--- config.mk ---
export PLATFORM = sky130hd
export DESIGN_NAME = trap_entry_seq
export DESIGN_NICKNAME = d
export VERILOG_FILES = /design/src/rtl/trap_pkg.sv /design/src/rtl/trap_route.sv /design/src/rtl/trap_vector.sv /design/src/rtl/trap_state.sv /design/src/rtl/trap_entry_seq.sv
export SDC_FILE = /design/constraint.sdc
export NUM_CORES = 1
export LEC_CHECK = 0
export CELL_PAD_IN_SITES_DETAIL_PLACEMENT = 1
export CELL_PAD_IN_SITES_GLOBAL_PLACEMENT = 2
export CORE_AREA = 2 2 284 286
export DETAILED_ROUTE_END_ITERATION = 7
export DIE_AREA = 0 0 286 288
export DONT_BUFFER_PORTS = 1
export GPL_TIMING_DRIVEN = 0
export PLACE_DENSITY_LB_ADDON = 0.1
export SYNTH_ARGS = -nofsm -noshare
export SYNTH_HDL_FRONTEND = slang
export SYNTH_SLANG_ARGS = --single-unit
export TNS_END_PERCENT = 10
--- constraint.sdc ---
create_clock -name clk_i -period 10.1 [get_ports clk_i]
set_input_delay 1.515 -clock clk_i [delete_from_list [all_inputs] [get_ports clk_i]]
set_output_delay 1.515 -clock clk_i [all_outputs]
set_load 0.1 [all_outputs]
--- src/rtl/trap_pkg.sv ---
package trap_pkg;
  typedef enum logic [1:0] {
    PRIV_U = 2'd0,
    PRIV_S = 2'd1,
    PRIV_R = 2'd2,
    PRIV_M = 2'd3
  } priv_e;

  typedef enum logic [2:0] {
    PL_EDELEG = 3'd0,
    PL_IDELEG = 3'd1,
    PL_MVEC   = 3'd2,
    PL_SVEC   = 3'd3,
    PL_STAT   = 3'd4,
    PL_PRIV   = 3'd5
  } pl_sel_e;

  typedef struct packed {
    logic       sie;
    logic       mie;
    logic       spie;
    logic       mpie;
    logic       spp;
    logic [1:0] mpp;
  } trap_stat_t;

  localparam int unsigned ST_SIE  = 1;
  localparam int unsigned ST_MIE  = 3;
  localparam int unsigned ST_SPIE = 5;
  localparam int unsigned ST_MPIE = 7;
  localparam int unsigned ST_SPP  = 8;
  localparam int unsigned ST_MPP  = 11;

  localparam int unsigned ECALL_U = 8;
  localparam int unsigned ECALL_S = 9;
  localparam int unsigned ECALL_M = 11;

  function automatic logic addr_fault(input int unsigned c);
    case (c)
      0, 1, 4, 5, 6, 7, 12, 13, 15: return 1'b1;
      default:                      return 1'b0;
    endcase
  endfunction
endpackage

--- src/rtl/trap_route.sv ---
module trap_route
  import trap_pkg::*;
#(
  parameter int unsigned XLEN = 64,
  localparam int unsigned CAUSE_W = $clog2(XLEN)
) (
  input  priv_e              priv_i,
  input  logic               irq_i,
  input  logic [CAUSE_W-1:0] cause_i,
  input  logic [XLEN-1:0]    edeleg_i,
  input  logic [XLEN-1:0]    ideleg_i,
  input  logic [XLEN-1:0]    addr_i,
  output logic [CAUSE_W-1:0] cause_o,
  output logic               to_s_o,
  output logic [XLEN-1:0]    tval_o
);
  logic [XLEN-1:0] deleg;

  // environment call re-coded by originating level
  always_comb begin
    cause_o = cause_i;
    if (!irq_i && int'(cause_i) == ECALL_U) begin
      unique case (priv_i)
        PRIV_M:  cause_o = CAUSE_W'(ECALL_M);
        PRIV_S:  cause_o = CAUSE_W'(ECALL_S);
        default: cause_o = CAUSE_W'(ECALL_U);
      endcase
    end
  end

  assign deleg  = irq_i ? ideleg_i : edeleg_i;
  assign to_s_o = (priv_i != PRIV_M) && deleg[cause_o];
  assign tval_o = (!irq_i && addr_fault(int'(cause_o))) ? addr_i : '0;
endmodule

--- src/rtl/trap_vector.sv ---
module trap_vector #(
  parameter int unsigned XLEN   = 64,
  parameter bit          VEC_EN = 1'b1,
  localparam int unsigned CAUSE_W = $clog2(XLEN)
) (
  input  logic [XLEN-1:0]    tvec_i,
  input  logic               irq_i,
  input  logic [CAUSE_W-1:0] cause_i,
  output logic [XLEN-1:0]    pc_o
);
  logic [XLEN-1:0] base;
  assign base = {tvec_i[XLEN-1:2], 2'b00};

  generate
    if (VEC_EN) begin : g_vec
      logic [XLEN-1:0] ofs;
      assign ofs  = {{(XLEN-CAUSE_W-2){1'b0}}, cause_i, 2'b00};
      assign pc_o = (irq_i && tvec_i[1:0] == 2'b01) ? base + ofs : base;
    end else begin : g_direct
      logic unused_v;
      assign unused_v = irq_i ^ (^cause_i) ^ (^tvec_i[1:0]);
      assign pc_o = base;
    end
  endgenerate
endmodule

--- src/rtl/trap_state.sv ---
module trap_state
  import trap_pkg::*;
#(
  parameter int unsigned XLEN = 64,
  localparam int unsigned CAUSE_W = $clog2(XLEN)
) (
  input  logic               clk_i,
  input  logic               rst_ni,
  input  logic               trap_valid_i,
  input  logic               trap_irq_i,
  input  logic               to_s_i,
  input  logic [CAUSE_W-1:0] cause_i,
  input  logic [XLEN-1:0]    pc_i,
  input  logic [XLEN-1:0]    tval_i,
  input  logic [XLEN-1:0]    vec_pc_i,
  input  logic               pl_we_i,
  input  logic [2:0]         pl_sel_i,
  input  logic [XLEN-1:0]    pl_data_i,
  output logic [XLEN-1:0]    edeleg_o,
  output logic [XLEN-1:0]    ideleg_o,
  output logic [XLEN-1:0]    mtvec_o,
  output logic [XLEN-1:0]    stvec_o,
  output priv_e              priv_o,
  output logic [XLEN-1:0]    status_o,
  output logic [XLEN-1:0]    mcause_o,
  output logic [XLEN-1:0]    mepc_o,
  output logic [XLEN-1:0]    mtval_o,
  output logic [XLEN-1:0]    scause_o,
  output logic [XLEN-1:0]    sepc_o,
  output logic [XLEN-1:0]    stval_o,
  output logic [XLEN-1:0]    new_pc_o,
  output logic               pc_valid_o
);
  trap_stat_t      stat_q;
  priv_e           priv_q;
  logic [XLEN-1:0] cause_word;

  assign cause_word = {trap_irq_i, {(XLEN-1-CAUSE_W){1'b0}}, cause_i};

  always_ff @(posedge clk_i or negedge rst_ni) begin
    if (!rst_ni) begin
      stat_q     <= '0;
      priv_q     <= PRIV_M;
      edeleg_o   <= '0;
      ideleg_o   <= '0;
      mtvec_o    <= '0;
      stvec_o    <= '0;
      mcause_o   <= '0;
      mepc_o     <= '0;
      mtval_o    <= '0;
      scause_o   <= '0;
      sepc_o     <= '0;
      stval_o    <= '0;
      new_pc_o   <= '0;
      pc_valid_o <= 1'b0;
    end else begin
      pc_valid_o <= trap_valid_i;
      if (trap_valid_i) begin
        new_pc_o <= vec_pc_i;
        if (to_s_i) begin
          stat_q.spie <= stat_q.sie;
          stat_q.spp  <= priv_q[0];
          stat_q.sie  <= 1'b0;
          scause_o    <= cause_word;
          sepc_o      <= pc_i;
          stval_o     <= tval_i;
          priv_q      <= PRIV_S;
        end else begin
          stat_q.mpie <= stat_q.mie;
          stat_q.mpp  <= priv_q;
          stat_q.mie  <= 1'b0;
          mcause_o    <= cause_word;
          mepc_o      <= pc_i;
          mtval_o     <= tval_i;
          priv_q      <= PRIV_M;
        end
      end else if (pl_we_i) begin
        case (pl_sel_e'(pl_sel_i))
          PL_EDELEG: edeleg_o <= pl_data_i;
          PL_IDELEG: ideleg_o <= pl_data_i;
          PL_MVEC:   mtvec_o  <= pl_data_i;
          PL_SVEC:   stvec_o  <= pl_data_i;
          PL_STAT: begin
            stat_q.sie  <= pl_data_i[ST_SIE];
            stat_q.mie  <= pl_data_i[ST_MIE];
            stat_q.spie <= pl_data_i[ST_SPIE];
            stat_q.mpie <= pl_data_i[ST_MPIE];
            stat_q.spp  <= pl_data_i[ST_SPP];
            stat_q.mpp  <= pl_data_i[ST_MPP+:2];
          end
          PL_PRIV:   priv_q <= (pl_data_i[1:0] == PRIV_R) ? PRIV_U : priv_e'(pl_data_i[1:0]);
          default: ;
        endcase
      end
    end
  end

  always_comb begin
    status_o              = '0;
    status_o[ST_SIE]      = stat_q.sie;
    status_o[ST_MIE]      = stat_q.mie;
    status_o[ST_SPIE]     = stat_q.spie;
    status_o[ST_MPIE]     = stat_q.mpie;
    status_o[ST_SPP]      = stat_q.spp;
    status_o[ST_MPP+:2]   = stat_q.mpp;
  end
  assign priv_o = priv_q;

  AST_S_IE_CLEAR: assert property (@(posedge clk_i) disable iff (!rst_ni)
    (trap_valid_i && to_s_i) |=> (!stat_q.sie && stat_q.spie == $past(stat_q.sie)));
  AST_M_IE_CLEAR: assert property (@(posedge clk_i) disable iff (!rst_ni)
    (trap_valid_i && !to_s_i) |=> (!stat_q.mie && stat_q.mpp == $past(priv_q)));
  AST_PC_STROBE: assert property (@(posedge clk_i) disable iff (!rst_ni)
    trap_valid_i |=> pc_valid_o);
  AST_PC_ALIGN: assert property (@(posedge clk_i) disable iff (!rst_ni)
    pc_valid_o |-> (new_pc_o[1:0] == 2'b00));
  AST_IRQ_NO_TVAL: assert property (@(posedge clk_i) disable iff (!rst_ni)
    (trap_valid_i && trap_irq_i && !to_s_i) |=> (mtval_o == '0));
  AST_EPC_SAVE: assert property (@(posedge clk_i) disable iff (!rst_ni)
    (trap_valid_i && !to_s_i) |=> (mepc_o == $past(pc_i)));
endmodule

--- src/rtl/trap_entry_seq.sv ---
module trap_entry_seq
  import trap_pkg::*;
#(
  parameter int unsigned XLEN   = 64,
  parameter bit          VEC_EN = 1'b1,
  localparam int unsigned CAUSE_W = $clog2(XLEN)
) (
  input  logic               clk_i,
  input  logic               rst_ni,
  input  logic               trap_valid_i,
  input  logic               trap_irq_i,
  input  logic [CAUSE_W-1:0] trap_cause_i,
  input  logic [XLEN-1:0]    trap_pc_i,
  input  logic [XLEN-1:0]    trap_addr_i,
  input  logic               pl_we_i,
  input  logic [2:0]         pl_sel_i,
  input  logic [XLEN-1:0]    pl_data_i,
  output logic [1:0]         priv_o,
  output logic [XLEN-1:0]    status_o,
  output logic [XLEN-1:0]    mcause_o,
  output logic [XLEN-1:0]    mepc_o,
  output logic [XLEN-1:0]    mtval_o,
  output logic [XLEN-1:0]    scause_o,
  output logic [XLEN-1:0]    sepc_o,
  output logic [XLEN-1:0]    stval_o,
  output logic [XLEN-1:0]    new_pc_o,
  output logic               pc_valid_o
);
  priv_e              priv;
  logic [XLEN-1:0]    edeleg, ideleg, mtvec, stvec, tval, vec_pc, tvec_sel;
  logic [CAUSE_W-1:0] cause_eff;
  logic               to_s;

  trap_route #(.XLEN(XLEN)) u_route (
    .priv_i   (priv),
    .irq_i    (trap_irq_i),
    .cause_i  (trap_cause_i),
    .edeleg_i (edeleg),
    .ideleg_i (ideleg),
    .addr_i   (trap_addr_i),
    .cause_o  (cause_eff),
    .to_s_o   (to_s),
    .tval_o   (tval)
  );

  assign tvec_sel = to_s ? stvec : mtvec;

  trap_vector #(.XLEN(XLEN), .VEC_EN(VEC_EN)) u_vec (
    .tvec_i  (tvec_sel),
    .irq_i   (trap_irq_i),
    .cause_i (cause_eff),
    .pc_o    (vec_pc)
  );

  trap_state #(.XLEN(XLEN)) u_state (
    .clk_i        (clk_i),
    .rst_ni       (rst_ni),
    .trap_valid_i (trap_valid_i),
    .trap_irq_i   (trap_irq_i),
    .to_s_i       (to_s),
    .cause_i      (cause_eff),
    .pc_i         (trap_pc_i),
    .tval_i       (tval),
    .vec_pc_i     (vec_pc),
    .pl_we_i      (pl_we_i),
    .pl_sel_i     (pl_sel_i),
    .pl_data_i    (pl_data_i),
    .edeleg_o     (edeleg),
    .ideleg_o     (ideleg),
    .mtvec_o      (mtvec),
    .stvec_o      (stvec),
    .priv_o       (priv),
    .status_o     (status_o),
    .mcause_o     (mcause_o),
    .mepc_o       (mepc_o),
    .mtval_o      (mtval_o),
    .scause_o     (scause_o),
    .sepc_o       (sepc_o),
    .stval_o      (stval_o),
    .new_pc_o     (new_pc_o),
    .pc_valid_o   (pc_valid_o)
  );

  assign priv_o = priv;

  AST_M_TARGET: assert property (@(posedge clk_i) disable iff (!rst_ni)
    (trap_valid_i && !to_s) |=> (priv_o == PRIV_M));
  AST_NO_S_FROM_M: assert property (@(posedge clk_i) disable iff (!rst_ni)
    (trap_valid_i && priv_o == PRIV_M) |-> !to_s);
  AST_M_ECALL_CODE: assert property (@(posedge clk_i) disable iff (!rst_ni)
    (trap_valid_i && !trap_irq_i && int'(trap_cause_i) == ECALL_U && priv_o == PRIV_M)
    |=> (mcause_o == XLEN'(ECALL_M)));
  AST_CAUSE_MSB: assert property (@(posedge clk_i) disable iff (!rst_ni)
    (trap_valid_i && !to_s) |=> (mcause_o[XLEN-1] == $past(trap_irq_i)));
endmodule

==> results.md <==
* Status: complete, but fails checks
* Failing checks: max-slew violations
* Synth unique cells at 96
* Pleak at 14.97 nW
* DR pass1 iterations at 5
* Total power at 9.527 mW
* CTS Root Cell: clkbuf_16
* RSZ-0062 raised after global routing: false
* Routed Antenna Nets at 0
* Setup Skew at 24.80 ps
* 1st-iter DRT viols at 1120
* Reg2reg end: u_state.new_pc_o[50]
* Resized Gates After CTS at 0
* RR Startpoint: u_state.priv_o[1]
* Element type at the critical path end: flop
* EDFF count, synth at 0
* Antenna violations before repair at 5
* CTS tree: done
* Area of the multi-input gates at 11840 um2
* Port bufs at 0
* Synth Instances at 2600
* Drt drc at 0
* Cts hold-fix bufs at 0
* Setup TNS at 0 ps
* Gr ovfl total at 0
* CP max stage delay at 1240 ps
* Commonest cells after routing, fill and taps aside: dfrtp_1 (596), nand2_1 (506), mux2_2 (342)
* Yosys synthesis warning count at 0
* CP max FO at 10
* Crit-path cells: clkbuf_1 -> nor2b_1 -> a31oi_4 -> inv_2 -> mux4_2 -> or2_0 -> a31oi_1 -> o21ai_1 -> nand2_2 -> buf_6 -> nand2_1 -> nand2_1 -> ha_1 -> fa_1 -> a21o_1 -> a21oi_1 -> o21bai_1 -> a21o_1 -> nand4_1 -> nor4_1 -> nand3_1 -> xor2_1 -> mux2i_1 -> mux2_2
* Tot GR Track Use at 25.96%
* Final #Nets at 3060
* Clock transition at path regs at 60 ps
* CTS Buf Count at 72
* Comb pwr share at 14.5%
* Clk network pwr share at 27.9%
* H-Tree Depth at 3
* Share of cells above drive strength 1 at 25.06%
* Die area at 82370 um2
* Crit start category: flop
* Max Cap Viol at 0
* Slew headroom at -61.53%
* First-pass GRT wire length at 155600 um
* Internal at 5.039 mW
* Wire per inst at 27.62 um
* Core Rows at 104
* CTS Buffer Depth at 3
* Io pins at 721
* WP data arrival at 8620 ps
* Slowest cell on the critical path: nor4_1
* Hold Crit Class: reg -> reg
* PwrDens at 291.3 nW/um2
* Vias in the first global route at 21580
* Die width at 286 um
* FMAX at 122.7 MHz
* WP data required at 10580 ps
* Total number of vias at 20440
* R2R depth at 24
* Primary FF master, synth: dfrtp_1
* Setup Buffers After CTS at 0
* HPWL after detailed placement at 83830 um
* Synth Cell Area at 28320 um2
* WL final at 109400 um
* Post-synthesis sequential area ratio at 52.84%
* Area grow syn2layout at 15.48%
* Critical path depth at 24
* Final Util at 41.07%
* Clk Latency, worst-skew pair at 610 ps
* CTS sink cnt at 598
* Register Area at 14970 um2
* Max IR drop VDD at 0.1254 mV
* Largest net degree at the start of global routing at 599
* Worst R2R Setup Slack at 1950 ps
* Yosys reg bits at 598
* Bufs and invs on worst path at 3
* Final Max Slew Viols at 252
* Hold Vio Cnt, Final at 0
* Avg Cell Area, Syn at 10.89 um2
* CP top delay family: simple AND/OR/NAND/NOR gates
* Core area at 79640 um2
* WHS Endpoint: u_state.edeleg_o[3]
* Hold wc startpoint: u_state.edeleg_o[3]
* Tcrit/Tclk final at 80.66%
* WS Path Type: reg -> reg
* Power share of the sequential group at 57.6%
* Filler cell count at 8828
* Switching share of total power at 47.11%
* Final min period at 8147 ps
* Post-synth ARST share at 100.0%
* DIE HEIGHT at 288 um
* Final GP Congestion at 0.9060
* Most common cell after layout, fill and taps aside: dfrtp_1
* Worst-margin pin slew at 2423 ps
* Worst hold path stage count at 2
* P_sw at 4.488 mW
* Setup-failing EPs final at 0
* Via/cell ratio at 5.158
* Starting density of the core at 35.57%
==> sequential cells by signal (all words and copies together) (netlist names) <==
signal              flops
u_state.edeleg_o       64
u_state.ideleg_o       64
u_state.mcause_o        7
u_state.mepc_o         64
u_state.mtval_o        64
u_state.mtvec_o        64
u_state.new_pc_o       62
u_state.pc_valid_o      1
u_state.priv_o          2
u_state.scause_o        7
u_state.sepc_o         64
u_state.status_o        7
u_state.stval_o        64
u_state.stvec_o        64
==> logic make-up after synthesis <==
group                    after synthesis  share of synthesized area, %
AND/OR/NAND/NOR                      765                         11.98
flip-flops                           598                         52.84
multiplexers                         400                         16.03
buffers and inverters                369                         7.660
AO/OA/AOI/OAI                        352                         7.793
XOR/XNOR                             108                         3.340
adder cells (fa/ha/maj)                7                        0.3357
other                                  1                       0.01324
==> synthesized netlist by cell type, types with 4 or more instances <==
library cell | instances | area (um2)
o21ai_0 | 191 | 955.9
buf_4 | 185 | 1389
a21o_1 | 6 | 45.04
clkbuf_1 | 86 | 322.8
ha_1 | 6 | 75.07
mux2i_1 | 46 | 460.4
a2111oi_0 | 5 | 43.79
dfrtp_1 | 596 | 14910
o21ai_1 | 5 | 25.02
mux2_2 | 342 | 3851
a221oi_1 | 4 | 35.03
nor2b_1 | 8 | 50.05
a211oi_1 | 7 | 52.55
buf_2 | 42 | 210.2
and2_1 | 6 | 37.54
xor2_1 | 56 | 490.5
a31oi_1 | 9 | 56.30
nand4b_1 | 5 | 43.79
nand3_1 | 63 | 315.3
inv_1 | 46 | 172.7
and3_1 | 40 | 250.2
o221ai_1 | 9 | 78.83
buf_6 | 5 | 56.30
a22oi_1 | 5 | 37.54
a21oi_1 | 25 | 125.1
xnor2_1 | 52 | 455.4
mux4_2 | 8 | 180.2
o22ai_1 | 5 | 31.28
nand4_1 | 22 | 137.6
and4_1 | 5 | 43.79
a31o_2 | 4 | 35.03
nor4_1 | 5 | 31.28
o31ai_1 | 4 | 30.03
or3_1 | 6 | 37.54
nand2_1 | 506 | 1899
nor2_1 | 55 | 206.5
nor3_1 | 13 | 65.06
o211ai_1 | 28 | 210.2
o21a_1 | 4 | 30.03
==> power by group through the flow <==
stage / combinational (mW) / sequential [mW] / clock (mW)
floorplan: 1.14 / 5.29 / 0
global placement: 1.34 / 5.52 / 0
detailed placement: 1.38 / 5.54 / 0
CTS: 1.39 / 5.50 / 2.72
global route: 1.50 / 5.56 / 2.82
finish: 1.38 / 5.49 / 2.65
==> how the worst max path moves through the flow <==
stage / from / end / slack, ps
2_1_floorplan: trap_cause_i[4] / u_state.new_pc_o[61] / 3950
3_5_place_dp: trap_cause_i[0] / u_state.new_pc_o[60] / 1630
6_report: u_state.priv_o[1] / u_state.new_pc_o[50] / 1950
4_1_cts: u_state.priv_o[0] / u_state.new_pc_o[54] / 2050
3_3_place_gp: trap_cause_i[0] / u_state.new_pc_o[60] / 1610
5_1_grt: u_state.priv_o[0] / u_state.new_pc_o[54] / 1630
==> final cells by class <==
type / count / share of cell area, %
sequential: 598 / 45.76
multi-input combinational: 1805 / 36.19
clock buffer: 105 / 6.350
buffer: 320 / 6.071
tap: 1060 / 4.055
clock inverter: 23 / 0.9563
inverter: 49 / 0.5623
timing repair buffer: 1 / 0.04590
antenna: 1 / 0.007651
==> routing by layer <==
metal	vias to the layer above	share of wire (%)	GRT usage (%)
met3	176	7.4	7.702
met2	577	50	44.95
met5	-	0.012	0
li1	9086	-	-
met1	10590	38	30.30
met4	2	3.9	9.777
==> per-stage QoR <==
stage	instances	area, um2	setup slack, ps	hold slack (ps)
6_report	3962	32710	1953	486.1
3_3_place_gp	3832	30300	1609	462.6
5_1_grt	3962	32710	1628	514.0
4_1_cts	3961	32700	2049	492.9
2_1_floorplan	2772	28970	3947	442.3
3_5_place_dp	3833	30310	1630	478.6
==> tightest hold or removal path, cell delays in order (launching register included) <==
cell     delay, ps
dfrtp_1        340
nand2_1         50
o21ai_0         60
Power figures use the tool's default switching activity.
